<file path="config.mk">
export PLATFORM = sky130hd
export DESIGN_NAME = chain_adc_reader
export DESIGN_NICKNAME = d
export VERILOG_FILES = /design/src/rtl/chain_rd_pkg.sv /design/src/rtl/chain_rd_sck.sv /design/src/rtl/chain_rd_asm.sv /design/src/rtl/chain_rd_seq.sv /design/src/rtl/chain_adc_reader.sv
export SDC_FILE = /design/constraint.sdc
export NUM_CORES = 1
export LEC_CHECK = 0
export ABC_AREA = 0
export BUFFER_PORTS_ARGS = -buffer_cell sky130_fd_sc_hd__buf_2
export CAP_MARGIN = 10
export CORE_AREA = 2 2 72 74
export CTS_CLUSTER_SIZE = 24
export DETAILED_ROUTE_END_ITERATION = 6
export DIE_AREA = 0 0 74 76
export GPL_ROUTABILITY_DRIVEN = 0
export MAX_ROUTING_LAYER = met4
export PLACE_DENSITY = 0.76
export REMOVE_ABC_BUFFERS = 1
export SETUP_SLACK_MARGIN = 0.02
export SLEW_MARGIN = 20
export SYNTH_ARGS = -nofsm -noshare
export SYNTH_HDL_FRONTEND = slang
export SYNTH_SLANG_ARGS = --single-unit
</file>
<file path="constraint.sdc">
create_clock -name clk -period 2.6 [get_ports clk]
set_clock_uncertainty 0.15 [all_clocks]
set_input_delay 0.26 -clock clk [delete_from_list [all_inputs] [get_ports clk]]
set_output_delay 0.26 -clock clk [all_outputs]
set_load 0.05 [all_outputs]
</file>
<file path="src/rtl/chain_rd_pkg.sv">
package chain_rd_pkg;
  typedef enum logic [1:0] {
    ST_IDLE = 2'd0,
    ST_CONV = 2'd1,
    ST_READ = 2'd2
  } seq_state_e;
endpackage

</file>
<file path="src/rtl/chain_rd_sck.sv">
// Serial clock generator: parks high, toggles every CLK_DIV cycles while
// running, flags the cycle in which a falling edge is launched.
module chain_rd_sck #(
  parameter int CLK_DIV     = 2,
  parameter int TOTAL_FALLS = 49
) (
  input  logic clk,
  input  logic rst_n,
  input  logic run_i,
  output logic sck_o,
  output logic fall_o,
  output logic finish_o
);
  localparam int PH_W  = $clog2(CLK_DIV + 1);
  localparam int CNT_W = $clog2(TOTAL_FALLS + 1);

  logic [PH_W-1:0]  ph_q, ph_d;
  logic [CNT_W-1:0] cnt_q, cnt_d;
  logic             sck_q, sck_d;
  logic             tick;

  always_comb begin
    tick     = run_i && (ph_q == PH_W'(CLK_DIV - 1));
    fall_o   = tick && sck_q;
    finish_o = tick && !sck_q && (cnt_q == CNT_W'(TOTAL_FALLS));
    ph_d     = ph_q;
    sck_d    = sck_q;
    cnt_d    = cnt_q;
    if (!run_i) begin
      ph_d  = '0;
      sck_d = 1'b1;
      cnt_d = '0;
    end else if (tick) begin
      ph_d  = '0;
      sck_d = ~sck_q;
      if (sck_q) cnt_d = cnt_q + 1'b1;
    end else begin
      ph_d = ph_q + 1'b1;
    end
  end

  always_ff @(posedge clk or negedge rst_n) begin
    if (!rst_n) begin
      ph_q  <= '0;
      sck_q <= 1'b1;
      cnt_q <= '0;
    end else begin
      ph_q  <= ph_d;
      sck_q <= sck_d;
      cnt_q <= cnt_d;
    end
  end

  assign sck_o = sck_q;

  p_fall_bound_r5: assert property (@(posedge clk) disable iff (!rst_n)
    cnt_q <= CNT_W'(TOTAL_FALLS));
endmodule

</file>
<file path="src/rtl/chain_rd_asm.sv">
// Word assembler: drops the first sampled bit, packs the rest MSB first.
module chain_rd_asm #(
  parameter int NUM_DEV = 3,
  parameter int WORD_W  = 16,
  parameter int IDX_W   = 2
) (
  input  logic              clk,
  input  logic              rst_n,
  input  logic              clear_i,
  input  logic              bit_stb_i,
  input  logic              bit_i,
  output logic [WORD_W-1:0] word_o,
  output logic [IDX_W-1:0]  idx_o,
  output logic              valid_o
);
  localparam int BC_W = $clog2(WORD_W);

  logic              first_q, first_d;
  logic [BC_W-1:0]   bcnt_q, bcnt_d;
  logic [WORD_W-1:0] sh_q, sh_d, word_q, word_d;
  logic [IDX_W-1:0]  widx_q, widx_d, oidx_q, oidx_d;
  logic              valid_q, valid_d;

  always_comb begin
    first_d = first_q;
    bcnt_d  = bcnt_q;
    sh_d    = sh_q;
    word_d  = word_q;
    widx_d  = widx_q;
    oidx_d  = oidx_q;
    valid_d = 1'b0;
    if (clear_i) begin
      first_d = 1'b0;
      bcnt_d  = '0;
      widx_d  = '0;
    end else if (bit_stb_i) begin
      if (!first_q) begin
        first_d = 1'b1;
      end else begin
        sh_d = {sh_q[WORD_W-2:0], bit_i};
        if (bcnt_q == BC_W'(WORD_W - 1)) begin
          bcnt_d  = '0;
          valid_d = 1'b1;
          word_d  = sh_d;
          oidx_d  = widx_q;
          widx_d  = widx_q + 1'b1;
        end else begin
          bcnt_d = bcnt_q + 1'b1;
        end
      end
    end
  end

  always_ff @(posedge clk or negedge rst_n) begin
    if (!rst_n) begin
      first_q <= 1'b0;
      bcnt_q  <= '0;
      sh_q    <= '0;
      word_q  <= '0;
      widx_q  <= '0;
      oidx_q  <= '0;
      valid_q <= 1'b0;
    end else begin
      first_q <= first_d;
      bcnt_q  <= bcnt_d;
      sh_q    <= sh_d;
      word_q  <= word_d;
      widx_q  <= widx_d;
      oidx_q  <= oidx_d;
      valid_q <= valid_d;
    end
  end

  assign word_o  = word_q;
  assign idx_o   = oidx_q;
  assign valid_o = valid_q;

  p_idx_range_r7: assert property (@(posedge clk) disable iff (!rst_n)
    valid_q |-> (32'(oidx_q) < NUM_DEV));
endmodule

</file>
<file path="src/rtl/chain_rd_seq.sv">
// Sequencer: idle -> conversion wait (with timeout) -> readout.
module chain_rd_seq
  import chain_rd_pkg::*;
#(
  parameter int TIMEOUT = 100
) (
  input  logic       clk,
  input  logic       rst_n,
  input  logic       start_i,
  input  logic       rise_i,
  input  logic       finish_i,
  output seq_state_e state_o,
  output logic       cnv_o,
  output logic       done_o,
  output logic       timeout_o
);
  localparam int TO_W = $clog2(TIMEOUT + 1);

  seq_state_e      st_q, st_d;
  logic [TO_W-1:0] tcnt_q, tcnt_d;
  logic            cnv_q, cnv_d, done_q, done_d, to_q, to_d;

  always_comb begin
    st_d   = st_q;
    tcnt_d = tcnt_q;
    done_d = 1'b0;
    to_d   = to_q;
    case (st_q)
      ST_IDLE: begin
        tcnt_d = '0;
        if (start_i) begin
          st_d = ST_CONV;
          to_d = 1'b0;
        end
      end
      ST_CONV: begin
        if (rise_i) begin
          st_d = ST_READ;
        end else if (tcnt_q == TO_W'(TIMEOUT - 1)) begin
          st_d = ST_IDLE;
          to_d = 1'b1;
        end else begin
          tcnt_d = tcnt_q + 1'b1;
        end
      end
      ST_READ: begin
        if (finish_i) begin
          st_d   = ST_IDLE;
          done_d = 1'b1;
        end
      end
      default: st_d = ST_IDLE;
    endcase
    cnv_d = (st_d != ST_IDLE);
  end

  always_ff @(posedge clk or negedge rst_n) begin
    if (!rst_n) begin
      st_q   <= ST_IDLE;
      tcnt_q <= '0;
      cnv_q  <= 1'b0;
      done_q <= 1'b0;
      to_q   <= 1'b0;
    end else begin
      st_q   <= st_d;
      tcnt_q <= tcnt_d;
      cnv_q  <= cnv_d;
      done_q <= done_d;
      to_q   <= to_d;
    end
  end

  assign state_o   = st_q;
  assign cnv_o     = cnv_q;
  assign done_o    = done_q;
  assign timeout_o = to_q;

  p_done_pulse_r8: assert property (@(posedge clk) disable iff (!rst_n)
    done_q |=> !done_q);
  p_timeout_cnv_low_r9: assert property (@(posedge clk) disable iff (!rst_n)
    $rose(to_q) |-> !cnv_q);
  p_read_cnv_high_r3: assert property (@(posedge clk) disable iff (!rst_n)
    (st_q == ST_READ) |-> cnv_q);
  p_no_restart_r10: assert property (@(posedge clk) disable iff (!rst_n)
    (st_q == ST_READ) |=> (st_q != ST_CONV));
endmodule

</file>
<file path="src/rtl/chain_adc_reader.sv">
module chain_adc_reader
  import chain_rd_pkg::*;
#(
  parameter int NUM_DEV = 3,
  parameter int WORD_W  = 16,
  parameter int CLK_DIV = 2,
  parameter int TIMEOUT = 100,
  localparam int IDX_W  = (NUM_DEV > 1) ? $clog2(NUM_DEV) : 1
) (
  input  logic              clk,
  input  logic              rst_n,
  input  logic              start_i,
  input  logic              sdo_i,
  output logic              cnv_o,
  output logic              sck_o,
  output logic [WORD_W-1:0] word_o,
  output logic [IDX_W-1:0]  word_idx_o,
  output logic              word_valid_o,
  output logic              done_o,
  output logic              timeout_o,
  output logic              busy_o
);
  localparam int TOTAL_FALLS = WORD_W * NUM_DEV + 1;

  seq_state_e state;
  logic       sdo_q, sdo_rise, fall, finish, run;

  always_ff @(posedge clk or negedge rst_n) begin
    if (!rst_n) sdo_q <= 1'b0;
    else        sdo_q <= sdo_i;
  end

  assign sdo_rise = (state == ST_CONV) && sdo_i && !sdo_q;
  assign run      = (state == ST_READ);
  assign busy_o   = (state != ST_IDLE);

  chain_rd_seq #(.TIMEOUT(TIMEOUT)) u_seq (
    .clk(clk), .rst_n(rst_n), .start_i(start_i), .rise_i(sdo_rise),
    .finish_i(finish), .state_o(state), .cnv_o(cnv_o), .done_o(done_o),
    .timeout_o(timeout_o)
  );

  chain_rd_sck #(.CLK_DIV(CLK_DIV), .TOTAL_FALLS(TOTAL_FALLS)) u_sck (
    .clk(clk), .rst_n(rst_n), .run_i(run), .sck_o(sck_o), .fall_o(fall),
    .finish_o(finish)
  );

  chain_rd_asm #(.NUM_DEV(NUM_DEV), .WORD_W(WORD_W), .IDX_W(IDX_W)) u_asm (
    .clk(clk), .rst_n(rst_n), .clear_i(!run), .bit_stb_i(fall), .bit_i(sdo_i),
    .word_o(word_o), .idx_o(word_idx_o), .valid_o(word_valid_o)
  );

  p_cnv_rise_sck_high_r2: assert property (@(posedge clk) disable iff (!rst_n)
    $rose(cnv_o) |-> sck_o);
  p_idle_sck_parked_r1: assert property (@(posedge clk) disable iff (!rst_n)
    !busy_o |-> sck_o);
endmodule

</file>
### Yosys cells after proc, flatten, opt, wreduce, memory -nomap -nowiden

Index checks and enable logic that the tools add are counted.

* flip-flop bits (word level): 63
* output and inout port bits: 24

* add/sub/neg operators: 5
* equal/unequal tests: 15
* multiplexer cells: 35
* bitwise gates (word level): 1
* reduce and logical (&&, ||, !) cells: 19

Operators with widths (count)
* 2-bit two-way mux: 10
* 6-bit two-way mux: 3
* 4-bit two-way mux: 4
* 7-bit two-way mux: 2
* 7-bit one-hot mux with 2 select lines: 1
* 1-bit two-way mux: 13
* 2-bit != test, second input constant: 6
* 3-bit AND reduction: 3
* 4-bit AND reduction: 2
* 7-bit by 1-bit adder with 7-bit output, second input constant: 1
* 7-bit == test, second input constant: 1
* 6-bit by 1-bit adder with 6-bit output, second input constant: 1
* 6-bit == test, second input constant: 1
* 1-bit logical AND: 6
* 2-bit by 1-bit != test with 1-bit output, second input constant: 3
* 2-bit one-hot mux with 3 select lines: 1
* 2-bit nonzero test: 3
* 2-bit by 1-bit adder with 2-bit output, second input constant: 2
* 4-bit by 1-bit adder with 4-bit output, second input constant: 1
* 2-bit by 1-bit == test with 1-bit output, second input constant: 2
* 4-bit == test, second input constant: 1
* 2-bit AND reduction: 2
* 2-bit == test, second input constant: 1
* 1-bit logical NOT: 2
* 3 further kinds: 3

### Longest topological paths before layout

Gate-level depths: netlist of run 1.

* depth in word-level cells: 7
* gate-level depth with buffers: 6
* depth with buffers taken out: 6

### By module

Synthesis of run 1 repeated with hierarchy kept, for this count alone.

* cells, all modules: 222
* area total of the unflattened synthesis: 2849.0 µm²

Modules (own cells, without submodules)
* chain_rd_asm: instances 1, cells an instance 108, area an instance 1675.4 µm², seq. area each 1026.0 µm²
* chain_rd_seq: instances 1, cells an instance 65, area an instance 659.4 µm², seq. area each 300.3 µm²
* chain_rd_sck: instances 1, cells an instance 44, area an instance 457.9 µm², seq. area each 226.5 µm²
* chain_adc_reader: instances 1, cells an instance 5, area an instance 56.3 µm², seq. area each 25.0 µm²

### Worst setup path after synthesis of run 1

No wires, ideal clock.

* path type: register to register
* start point: register u_sck.sck_q (netlist: u_sck.sck_o)
* end point: register u_asm.oidx_q[0] (netlist: u_asm.idx_o[0])
* library setup time: 125 ps
* data arrival time: 1873 ps
* required time: 2325 ps
* path slack: 452 ps
* stages on the path, launching flop included: 7
* buffers on the path: 2
* period minus slack after synthesis: 2148 ps
* cell sequence: dfstp_2 -> and3b_1 -> buf_2 -> nand3_4 -> nor2_4 -> buf_6 -> mux2_2

* longest elaborated chain between the ends: 2

RTL lines
* start, declared: RTL line chain_rd_sck.sv:19 `logic sck_q, sck_d;`
* start signal, assigned: RTL line chain_rd_sck.sv:49 `sck_q <= sck_d;`
* 1-bit logical AND: RTL line chain_rd_sck.sv:24 `fall_o = tick && sck_q;`
* 4-bit AND reduction (no source line)
* end signal, assigned: RTL line chain_rd_asm.sv:69 `oidx_q <= oidx_d;`
* end, declared: RTL line chain_rd_asm.sv:21 `logic [IDX_W-1:0] widx_q, widx_d, oidx_q, oidx_d;`

Every way passes these cells.
A chain may end at the register's enable or synchronous reset.

### Final worst setup path of run 1

* start point: register u_seq.tcnt_q[0]
* end point: register u_seq.tcnt_q[6]

* longest elaborated chain between the ends: 4
* elaborated cells on any way between the ends: 7

RTL lines
* start, declared: RTL line chain_rd_seq.sv:20 `logic [TO_W-1:0] tcnt_q, tcnt_d;`
* start signal, assigned: RTL line chain_rd_seq.sv:66 `tcnt_q <= tcnt_d;`
* 7-bit by 1-bit adder with 7-bit output: RTL line chain_rd_seq.sv:43 `tcnt_d = tcnt_q + 1'b1;`
* 7-bit two-way mux: RTL line chain_rd_seq.sv:39 `end else if (tcnt_q == TO_W'(TIMEOUT - 1)) begin`
* 7-bit two-way mux: RTL line chain_rd_seq.sv:37 `if (rise_i) begin`
* 7-bit one-hot mux with 2 select lines: RTL line chain_rd_seq.sv:28 `case (st_q)`

Parallel ways exist; a longest one is shown, timed or not. The select of a mux whose other input is x is not followed.

==> Implementation_results.wiki, run 1 <==
{| class="wikitable"
! Metric !! Value
|-
| Leading cell types by total area after synthesis || dfrtp_1 58%, mux2_2 14%, a21oi_1 2.3%
|-
| FF-to-FF path depth || 5
|-
| Layout cells sized above 1 || between 30% and 40%
|-
| Die ar. || approximately 5600 um^2
|-
| Number of nets with antenna violations after routing || 0
|-
| Worst slew margin || approximately three fifths
|-
| Yosys warning total || 0
|-
| Setup crit start kind || flip-flop
|-
| VDD IR-drop max || between 400 and 500 uV
|-
| Area fraction of the dominant cell type after synthesis || roughly three fifths
|-
| Number of setup violations in the final report || 0
|-
| Sequential element share of the synthesized area || about three fifths
|-
| Number of vias in the routed layout || ~1700
|-
| Count of buffers inserted at the top-level ports || 27
|-
| Worst-path maximum fanout || 12
|-
| Mean number of vias per cell || between 5 and 6
|-
| Worst hold slack || between 0.07 and 0.08 ns
|-
| Total number of nets in the final design || between 200 and 300
|-
| Final hold violations || 0
|-
| Vias in the first global route || 1700
|-
| Dominant synthesized flop cell || dfrtp_1
|-
| Time the final worst path needs with I/O delays and setup || roughly 2.2 ns
|-
| Worst min-delay path category || in2reg
|-
| # Max-Cap Violations || 0
|-
| Fillers || 396
|-
| Number of antenna violations at the first check in global routing || 0
|-
| DR iter-0 viols || around 120
|-
| Start-to-end type of the worst setup path || reg2reg
|-
| Commonest cells in the synthesized netlist || 62 x dfrtp_1, 33 x mux2_2, 15 x nor2_1, 12 x a21oi_1, 12 x o21ai_0
|-
| Wire length reported by the detailed router || between 4 and 5 mm
|-
| Stage delay of the slowest cell on the critical path || about 0.49 ns
|-
| CTS tree || yes
|-
| R2R setup slack || 0.38 ns
|-
| Ports placed on the boundary || 28
|-
| Cell at the root of the clock tree || clkbuf_8
|-
| Std cell rows || 26
|-
| Final routed wire length divided by cell count || 13.9 um
|-
| Number of clock sinks seen by CTS || between 60 and 70
|-
| Final total negative setup slack || 0 ns
|-
| Largest area contributor in the netlist || dfrtp_1
|-
| Mean Syn Cell Area || 12.5 um^2
|-
| Depth of the worst hold-timing path || 3
|-
| Overall overflow remaining after global route || 0
|-
| Unrepaired setup endpoints after global routing || false
|-
| Share of synthesized flip-flops with an asynchronous set or reset || 100%
|-
| Clock H-tree levels || 3
|-
| Critical R2R Launch || u_seq.tcnt_q[0]
|-
| Area overhead of the layout relative to synthesis || 15.8%
|-
| Floorplan die height || 76 um
|-
| End-of-flow core utilization || ~63%
|-
| Ratio of total power to cell area || 751 nW/um^2
|-
| Post-synth cell types || 37
|-
| Clk_lat worst skew || 0.33 ns
|-
| Hold path startpoint || start_i
|-
| DRC violation count after routing || 0
|-
| Quantity of gates resized following cts || 0
|-
| Cell breakdown of the critical path || ha_1 > and3_1 > a221o_1 > or3_2 > a21oi_1
|-
| Cell with the most instances after synthesis || dfrtp_1
|-
| Endpoint of the lowest-slack register-to-register path || u_seq.tcnt_q[6]
|-
| CORE AREA || around 5000 um^2
|-
| Number of enable flip-flop cells after synthesis || 0
|-
| Largest net degree at the start of global routing || 29
|-
| Share of the clock period used by the worst path after layout || 85.3%
|-
| Worst path bufs/invs || 0
|-
| Maximum buffer depth of the clock tree || 2
|-
| Post-synthesis sequential element count || 63
|-
| Slowest library cell on the worst path || or3_2
|-
| Worst path top cell family by delay || simple AND/OR/NAND/NOR gates
|-
| HPWL Detailed || around 3.0 mm
|-
| Initial Utilization || 54.3%
|-
| Sink of the worst hold path || u_seq.state_o[0]
|-
| Crit path arrival time || about 2.3 ns
|-
| Required time worst endpoint || roughly 2.7 ns
|-
| Reg clk slew, reported paths || ~0.06 ns
|-
| Synthesized instance count || between 200 and 250
|-
| Crit. End Element || flip-flop
|-
| Status || finished clean
|-
| Wire length of the first global-routing pass || between 8 and 9 mm
|-
| Die W || between 70 and 80 um
|-
| Leak Pwr || about 1.5 nW
|-
| Max-slew violation count || 0
|-
| Total Power || around 2.3 mW
|-
| CTS buffer count || 9
|-
| Achievable frequency || ~0.45 GHz
|-
| Router iterations before antenna repair || 4
|-
| Total inserted antenna cells || 0
|-
| Overall fraction of global-route tracks in use || roughly 19%
|-
| Post-synth design cell area || around 2700 um^2
|-
| Transition at the pin with the smallest max-transition slack || a little over 0.6 ns
|}
-- worst reg2reg max path, cell delays in order (launching register included) --
cell and delay [ns]:
dfrtp_1 0.42, ha_1 0.29, and3_1 0.21, a221o_1 0.45, or3_2 0.49, a21oi_1 0.14
-- placed cells by master, fill, tap and decap left out, types with 3 or more instances in the layout --
cell type	Yosys	final
a21oi_1	12	12
and3_1	3	3
buf_2	3	27
buf_4	0	3
clkbuf_8	0	12
dfrtp_1	62	62
ha_1	4	4
inv_1	5	5
mux2_2	33	33
nand2_1	9	9
nand3_1	6	6
nand4_1	6	6
nor2_1	15	15
nor3_1	3	3
o21ai_0	12	12
or3_1	5	5
xor2_1	6	6
-- registers in the layout, indices dropped and copies added, names as in the netlist --
name,flops
u_asm.word_o,16
u_asm.sh_q,15
u_seq.tcnt_q,7
u_sck.cnt_q,6
u_asm.bcnt_q,4
u_asm.idx_o,2
u_asm.widx_q,2
u_sck.ph_q,2
u_seq.state_o,2
sdo_q,1
u_asm.first_q,1
u_asm.valid_o,1
u_sck.sck_o,1
u_seq.cnv_o,1
u_seq.done_o,1
u_seq.timeout_o,1
-- cells by family after synthesis --
| kind of cell | synth area share, % |
|---|---|
| XOR/XNOR | 2.30 |
| flip-flops | 59.2 |
| AO/OA/AOI/OAI | 6.34 |
| buffers and inverters | 2.68 |
| multiplexers | 14.3 |
| adder cells (fa/ha/maj) | 1.88 |
| AND/OR/NAND/NOR | 13.3 |
-- layer usage --
layer	part of all wire, %	up-vias	routed length [um]	global-route usage, %
met2	49	20	2210	28.2
met5	0	-	0	-
met4	2.5	0	112	10.7
met3	2.4	10	106	4.76
li1	-	827	-	-
met1	46	837	2050	24.2
-- worst max-delay path by stage --
stage                     slack [ns]              from               end  cells after the start
after floorplan                 0.16       u_sck.sck_o   u_asm.word_o[0]                      4
after global placement          0.44  u_seq.state_o[0]  u_asm.word_o[15]                      4
after detailed placement        0.39  u_seq.state_o[0]   u_asm.word_o[7]                      4
after CTS                       0.38  u_seq.state_o[0]   u_asm.word_o[7]                      4
after global routing            0.24   u_seq.tcnt_q[0]   u_seq.tcnt_q[3]                      5
final                           0.38   u_seq.tcnt_q[0]   u_seq.tcnt_q[6]                      5
-- power breakdown --
group	leakage (nW)	internal (mW)	switching [mW]	total (mW)
Combinational	0.533	0.106	0.245	0.351
Clock	0.109	0.518	0.349	0.867
Sequential	0.864	1.03	0.0690	1.10
-- what timing repair did --
action	in CTS	in global routing
endpoints found under the hold margin	27	0
setup endpoints to repair	0	0
hold buffers	2	0
setup buffers	0	0
-- per-stage QoR --
step	instances	area, um^2	setup WS [ns]
floorplan	205	2610	0.158
global placement	305	2860	0.439
detailed placement	305	2860	0.387
CTS	323	3090	0.382
global route	323	3090	0.244
finish	323	3090	0.383
-- cell type report --
type	instances	area, um^2	area share (%)
flip-flops and latches	63	1580	51.1
multi-input cells	137	1020	32.9
repair buffers	32	178	5.76
clock buffers	13	169	5.47
well taps	70	87.6	2.84
clock inverters	3	40.0	1.30
inverters	5	18.8	0.608
Note: power is estimated with default switching activity, not from simulation.
==> inputs of run 2 (changes only) <==
==> constraint.sdc (replaced) <==
create_clock -name clk -period 2.45 [get_ports clk]
set_clock_uncertainty 0.15 [all_clocks]
set_input_delay 0.245 -clock clk [delete_from_list [all_inputs] [get_ports clk]]
set_output_delay 0.245 -clock clk [all_outputs]
set_load 0.05 [all_outputs]
==> Implementation_results.wiki, run 2 (same netlist as run 1, synthesis figures left out) <==
{| class="wikitable"
! Metric !! Value
|-
| Slowest library cell on the worst path || or3_2
|-
| Quantity of gates resized following cts || 0 (unchanged)
|-
| Flip-flop count of the largest register after layout || 16 (unchanged)
|-
| Buffers inserted during post-CTS setup optimization || 0 (unchanged)
|-
| Worst min-delay path category || in2reg
|-
| Required time worst endpoint || 2.57 ns (-0.14 ns)
|-
| Achievable frequency || 0.459 GHz (+1.7%)
|-
| Std cell rows || 26 (unchanged)
|-
| DR iter-0 viols || 122 (unchanged)
|-
| End-of-flow core utilization || 63.8% (+0.92 points)
|-
| Most common library cell in the layout ignoring fill and taps || dfrtp_1
|-
| Final hold violations || 0 (unchanged)
|-
| Fillers || 370 (-6.6%)
|-
| Largest net degree at the start of global routing || 27 (-6.9%)
|-
| Area overhead of the layout relative to synthesis || 17.5%
|-
| Seq pwr share || 44.1% (-3.4 points)
|-
| DRC violation count after routing || 0 (unchanged)
|-
| Total inserted antenna cells || 0 (unchanged)
|-
| Crit path arrival time || 2.30 ns (-0.02 ns)
|-
| Count of buffers inserted at the top-level ports || 27 (unchanged)
|-
| Time the final worst path needs with I/O delays and setup || 2.18 ns (-0.0364 ns)
|-
| Floorplan die height || 76 um (unchanged)
|-
| CORE AREA || 4910 um^2 (unchanged)
|-
| Setup crit start kind || flip-flop
|-
| Unrepaired setup endpoints after global routing || false
|-
| Number of setup violations in the final report || 0 (unchanged)
|-
| Start-to-end type of the worst setup path || reg2reg
|-
| Overall overflow remaining after global route || 0 (unchanged)
|-
| Hold path startpoint || start_i
|-
| CTS tree || yes
|-
| Switching Power || 0.744 mW (+12%)
|-
| HPWL Detailed || 3.14 mm (+5.7%)
|-
| Ports placed on the boundary || 28 (unchanged)
|-
| Maximum buffer depth of the clock tree || 2 (unchanged)
|-
| VDD IR-drop max || 454 uV (+7.1%)
|-
| Mean number of vias per cell || 5.41 (+3.1%)
|-
| Share of the clock period used by the worst path after layout || 89.0% (+3.7 points)
|-
| Die ar. || 5620 um^2 (unchanged)
|-
| Clock group share of total power || 41.5% (+4.1 points)
|-
| Final routed wire length divided by cell count || 14.8 um (+6.7%)
|-
| Stage delay of the slowest cell on the critical path || 0.48 ns (about the same)
|-
| Status || finished clean
|-
| Number of nets with antenna violations after routing || 0 (unchanged)
|-
| Internal power contribution || 1.91 mW (+15%)
|-
| Worst-path maximum fanout || 12 (unchanged)
|-
| Number of vias in the routed layout || 1752 (+3.4%)
|-
| Crit. End Element || flip-flop
|-
| Clock H-tree levels || 3 (unchanged)
|-
| Max-slew violation count || 0 (unchanged)
|-
| Number of antenna violations at the first check in global routing || 0 (unchanged)
|-
| Worst path top cell family by delay || simple AND/OR/NAND/NOR gates
|-
| Cell breakdown of the critical path || ha_1 > and3_1 > a221o_1 > or3_2 > a21oi_1
|-
| Top library cells by usage in the layout, fill and taps aside || 62 x dfrtp_1, 33 x mux2_2, 27 x buf_2
|-
| Total number of nets in the final design || 257 (+0.39%)
|-
| Critical R2R Launch || u_seq.tcnt_q[0]
|-
| Overall fraction of global-route tracks in use || 19.4% (+0.20 points)
|-
| Reg clk slew, reported paths || 0.07 ns (about the same)
|-
| Transition at the pin with the smallest max-transition slack || 0.625 ns (+0.00795 ns)
|-
| Top sig layer || met4
|-
| Net switching fraction of the power || 28.0% (-0.57 points)
|-
| Wire length of the first global-routing pass || 7.98 mm (-0.26%)
|-
| Combinational fraction of design power || 14.3% (-0.9 points)
|-
| Total routed wire length on the met1 layer || 1.99 mm (-2.9%)
|-
| Detail Route met2 WL || 2.48 mm (+12%)
|-
| Layout cells sized above 1 || 33.5% (+0.26 points)
|-
| CTS buffer count || 9 (unchanged)
|-
| Final total negative setup slack || 0 ns (unchanged)
|-
| Cell at the root of the clock tree || clkbuf_8
|-
| Number of hold buffers added after cts || 2 (unchanged)
|-
| Number of clock sinks seen by CTS || 63 (unchanged)
|-
| Worst slew margin || 58.3% (-0.53 points)
|-
| Vias in the first global route || 1730 (+1.8%)
|-
| Ratio of total power to cell area || 848 nW/um^2 (+13%)
|-
| Detailed route wirelength on metal3 || 216 um (+100%)
|-
| Worst path bufs/invs || 0 (unchanged)
|-
| Leak Pwr || 1.52 nW (+0.70%)
|-
| Startpoint of the worst setup timing path || u_seq.tcnt_q[0]
|-
| Wire length reported by the detailed router || 4.80 mm (+7.1%)
|-
| Clk_lat worst skew || 0.34 ns (about the same)
|-
| Router iterations before antenna repair || 4 (unchanged)
|-
| Die W || 74 um (unchanged)
|-
| # Max-Cap Violations || 0 (unchanged)
|-
| Initial Utilization || 54.3% (unchanged)
|}
[run 2: layer usage]
| metal | global-route usage [%] | vias to the layer above |
|---|---|---|
| met1 | 22.1 | 867 |
| li1 | - | 826 |
| met3 | 6.35 | 14 |
| met4 | 10.4 | 0 |
| met5 | - | - |
| met2 | 30.1 | 45 |
[run 2: layout make-up]
type	instances	area (um^2)	area share, %
sequential	63	1580	50.4
inverter	5	18.8	0.599
clock buffer	11	141	4.51
multi-input combinational	137	1020	32.4
tap	70	87.6	2.80
clock inverter	5	105	3.36
timing repair buffer	33	185	5.91
[run 2: worst register-to-register path: cells and delay by family (launching register included)]
family,cells,cell delay (ns)
flops,1,0.42
compound gates,2,0.58
simple gates,2,0.68
fa+ha+maj,1,0.28
[run 2: power groups by stage]
stage               clock network (mW)  logic [mW]  registers, mW
floorplan                            0       0.234           1.20
CTS                               1.13       0.380           1.17
global placement                     0       0.362           1.18
finish                            1.10       0.380           1.17
detailed placement                   0       0.377           1.19
global route                      1.16       0.418           1.18
[run 2: metrics by stage]
step           power [mW]  area [um^2]  setup WS (ns)  hold WS [ns]  std cells
4_1_cts              2.68         3130          0.275       0.00588        324
5_1_grt              2.76         3130          0.157        0.0125        324
3_3_place_gp         1.55         2870          0.331         0.117        306
6_report             2.65         3130          0.270        0.0185        324
3_5_place_dp         1.57         2870          0.289         0.123        306
2_1_floorplan        1.44         2610        0.00833        -0.201        205
[run 2: path summary, 6_finish.rpt]
| kind | endpoint | slack (ns) | depth (start not counted) |
|---|---|---|---|
| min in group asynchronous | u_sck.cnt_q[4] | 0.28 | 2 |
| max reg2reg | u_seq.tcnt_q[3] | 0.27 | 5 |
| max in group asynchronous | u_asm.word_o[3] | 1.16 | 3 |
| min reg2reg | u_asm.word_o[12] | 0.35 | 1 |
| min | u_seq.state_o[0] | 0.02 | 3 |
| max | u_seq.tcnt_q[3] | 0.27 | 5 |
==> inputs of run 3 (changes only) <==
--- a/config.mk
+++ b/config.mk
@@ -5,7 +5,7 @@
 export SDC_FILE = /design/constraint.sdc
 export NUM_CORES = 1
 export LEC_CHECK = 0
-export ABC_AREA = 0
+export ABC_AREA = 1
 export BUFFER_PORTS_ARGS = -buffer_cell sky130_fd_sc_hd__buf_2
 export CAP_MARGIN = 10
 export CORE_AREA = 2 2 72 74
@@ -14,10 +14,11 @@
 export DIE_AREA = 0 0 74 76
 export GPL_ROUTABILITY_DRIVEN = 0
 export MAX_ROUTING_LAYER = met4
-export PLACE_DENSITY = 0.76
+export PLACE_DENSITY = 0.77
 export REMOVE_ABC_BUFFERS = 1
 export SETUP_SLACK_MARGIN = 0.02
 export SLEW_MARGIN = 20
 export SYNTH_ARGS = -nofsm -noshare
 export SYNTH_HDL_FRONTEND = slang
 export SYNTH_SLANG_ARGS = --single-unit
+export TNS_END_PERCENT = 30
==> Implementation_results.wiki, run 3 <==
{| class="wikitable"
! Metric !! Value
|-
| Status || finished clean
|-
| CTS tree || yes
|-
| Quantity of gates resized following cts || 0 (unchanged)
|-
| Top library cells by usage in the layout, fill and taps aside || 92 x nand2_1, 62 x dfrtp_1, 35 x inv_1
|-
| Cell with the most instances after synthesis || nand2_1
|-
| Largest net degree at the start of global routing || 41 (+52%)
|-
| Maximum buffer depth of the clock tree || 2 (unchanged)
|-
| Slowest library cell on the worst path || dfrtp_1
|-
| FF+latch area || 1580 um^2 (unchanged)
|-
| DR iter-0 viols || 101 (-17%)
|-
| Max-slew violation count || 0 (unchanged)
|-
| Number of setup violations in the final report || 0 (unchanged)
|-
| Router iterations before antenna repair || 4 (unchanged)
|-
| Fillers || 403 (+8.9%)
|-
| CORE AREA || 4910 um^2 (unchanged)
|-
| Share of the clock period used by the worst path after layout || 78.0% (-11 points)
|-
| Share of synthesized flip-flops with an asynchronous set or reset || 100% (unchanged)
|-
| Clk_lat worst skew || 0.33 ns (about the same)
|-
| Cell at the root of the clock tree || clkbuf_8
|-
| Achievable frequency || 0.523 GHz (+14%)
|-
| Die W || 74 um (unchanged)
|-
| Area fraction of the dominant cell type after synthesis || 57.1% (-1.2 points)
|-
| Leak Pwr || 1.59 nW (+4.8%)
|-
| Commonest cells in the synthesized netlist || 92 x nand2_1, 62 x dfrtp_1, 35 x inv_1, 25 x nor2_1, 24 x o21ai_0
|-
| Time the final worst path needs with I/O delays and setup || 1.91 ns (-0.268 ns)
|-
| Final routed wire length divided by cell count || 11.5 um (-22%)
|-
| Die ar. || 5620 um^2 (unchanged)
|-
| Ports placed on the boundary || 28 (unchanged)
|-
| Leading cell types by total area after synthesis || dfrtp_1 57%, nand2_1 13%, inv_1 4.8%
|-
| Post-synth cell types || 27 (-27%)
|-
| Crit. End Element || flip-flop
|-
| Yosys warning total || 0 (unchanged)
|-
| Crit path arrival time || 2.01 ns (-0.29 ns)
|-
| # Max-Cap Violations || 0 (unchanged)
|-
| Vias in the first global route || 1975 (+14%)
|-
| Worst min-delay path category || in2reg
|-
| Worst-path maximum fanout || 19 (+7)
|-
| HPWL Detailed || 3.37 mm (+7.6%)
|-
| Stage delay of the slowest cell on the critical path || 0.42 ns (-0.06 ns)
|-
| Final Instance Count excl. Fillers || 421 (+30%)
|-
| Most common library cell in the layout ignoring fill and taps || nand2_1
|-
| Final hold violations || 0 (unchanged)
|-
| Number of hold buffers added after cts || 2 (unchanged)
|-
| Dominant synthesized flop cell || dfrtp_1
|-
| Overall fraction of global-route tracks in use || 20.4% (+0.99 points)
|-
| Layout cells sized above 1 || 14.0% (-20 points)
|-
| Total Power || 1.90 mW (-28%)
|-
| Total number of nets in the final design || 355 (+38%)
|-
| Number of instances in the placed design || 404 (+32%)
|-
| Mean number of vias per cell || 4.93 (-8.8%)
|-
| Wire length reported by the detailed router || 4.85 mm (+1.1%)
|-
| Mean Syn Cell Area || 8.71 um^2 (-30%)
|-
| Wire length of the first global-routing pass || 8.54 mm (+7.0%)
|-
| Count of buffers inserted at the top-level ports || 27 (unchanged)
|-
| DRC violation count after routing || 0 (unchanged)
|-
| Transition at the pin with the smallest max-transition slack || 0.555 ns (-0.0698 ns)
|-
| Cell breakdown of the critical path || inv_2 > nand2_1 > inv_2 > nand2_1 > nor2_4 > buf_4 > nand2_1 > o21ai_0
|-
| Number of clock sinks seen by CTS || 63 (unchanged)
|-
| Start-to-end type of the worst setup path || reg2reg
|-
| Number of vias in the routed layout || 2077 (+19%)
|-
| Buffers inserted during post-CTS setup optimization || 0 (unchanged)
|-
| Clock H-tree levels || 3 (unchanged)
|-
| Floorplan die height || 76 um (unchanged)
|-
| Final total negative setup slack || 0 ns (unchanged)
|-
| Worst slew margin || 63.0% (+4.7 points)
|-
| Largest area contributor in the netlist || dfrtp_1
|-
| Worst hold slack || 0.115 ns (+0.0969 ns)
|-
| Post-synth design cell area || 2720 um^2 (+2.0%)
|-
| Initial Utilization || 55.3% (+1.1 points)
|-
| Overall overflow remaining after global route || 0 (unchanged)
|-
| Required time worst endpoint || 2.54 ns (-0.03 ns)
|-
| Synthesized instance count || 312 (+46%)
|-
| Number of nets with antenna violations after routing || 0 (unchanged)
|-
| Number of antenna violations at the first check in global routing || 0 (unchanged)
|-
| CTS buffer count || 9 (unchanged)
|-
| Sequential element share of the synthesized area || 58.0% (-1.2 points)
|-
| VDD IR-drop max || 443 uV (-2.4%)
|-
| Multi-input combinational cell area || 955 um^2 (-6.0%)
|-
| Unrepaired setup endpoints after global routing || false
|-
| Setup crit start kind || flip-flop
|-
| Most used cell along the critical path || nand2_1
|-
| Number of enable flip-flop cells after synthesis || 0 (unchanged)
|-
| Flip-flop count of the largest register after layout || 16 (unchanged)
|-
| Std cell rows || 26 (unchanged)
|-
| Post-synthesis sequential element count || 63 (unchanged)
|-
| Total inserted antenna cells || 0 (unchanged)
|-
| Ratio of total power to cell area || 607 nW/um^2 (-28%)
|-
| Reg clk slew, reported paths || 0.06 ns (about the same)
|-
| Area overhead of the layout relative to synthesis || 15.1%
|}
==> run 3: cell types whose count changed in the layout (fill, tap and decap cells not counted), moves of 3 or more <==
cell / change
a21oi_1: -10
and3_1: -3
bufinv_16: -3
inv_1: +30
inv_2: +3
mux2_2: -33
nand2_1: +83
nand3_1: +8
nor2_1: +10
o21ai_0: +12
o21ai_1: +20
or3_1: -5
xor2_1: -3
==> run 3: routing by layer <==
metal | GRT usage (%) | vias up | wire [um]
li1 | - | 1057 | -
met1 | 26.9 | 973 | 2370
met2 | 28.3 | 39 | 2230
met3 | 6.22 | 8 | 172
met4 | 10.7 | 0 | 79
met5 | - | - | 0
==> run 3: worst paths after layout <==
kind / from / end / slack, ns / cells after the start
max in group asynchronous: rst_n / u_asm.sh_q[4] / 1.27 / 3
min: start_i / u_seq.cnv_o / 0.12 / 4
max reg2reg: u_seq.state_o[0] / u_asm.sh_q[10] / 0.54 / 8
min in group asynchronous: rst_n / u_seq.tcnt_q[1] / 0.29 / 2
min reg2reg: u_sck.ph_q[0] / u_sck.ph_q[0] / 0.33 / 1
max: u_seq.state_o[0] / u_asm.sh_q[10] / 0.54 / 8
==> run 3: critical path, delay by kind of cell (launching register included) <==
kind	cells	cell delay, ns
and+or+nand+nor	4	0.62
buffers and inverters	3	0.54
DFF	1	0.42
AOI/OAI and AO/OA	1	0.08
==> run 3: kinds of logic after synthesis <==
group | after synthesis | synth area share (%)
adders and majority gates | 4 | 1.84
AOI/OAI and AO/OA | 52 | 9.99
and+or+nand+nor | 142 | 21.7
buffers and inverters | 46 | 6.86
DFF | 63 | 58.0
xor gates and xnor gates | 5 | 1.61
==> run 3: area by class of cell <==
| class | instances | share of cell area [%] |
|---|---|---|
| multi-input cells | 203 | 30.5 |
| repair buffers | 32 | 6.08 |
| well taps | 70 | 2.80 |
| clock buffers | 15 | 5.64 |
| flip-flops and latches | 63 | 50.4 |
| inverters | 38 | 4.56 |
==> run 3: per-stage QoR <==
stage                     instance area, um^2  setup slack (ns)  util (%)
after floorplan                          2680             0.221         -
after global placement                   2930             0.618      59.7
after CTS                                3130             0.530      63.7
after detailed placement                 2930             0.544      59.7
final                                    3130             0.538      63.7
after global routing                     3130             0.310      63.7
==> run 3: power breakdown <==
group | internal (mW) | switching (mW) | total (mW) | leakage [nW]
sequential | 1.05 | 0.00593 | 1.06 | 0.785
combinational | 0.0119 | 0.0333 | 0.0453 | 0.715
clock | 0.446 | 0.349 | 0.795 | 0.0898
total | 1.51 | 0.388 | 1.90 | 1.59
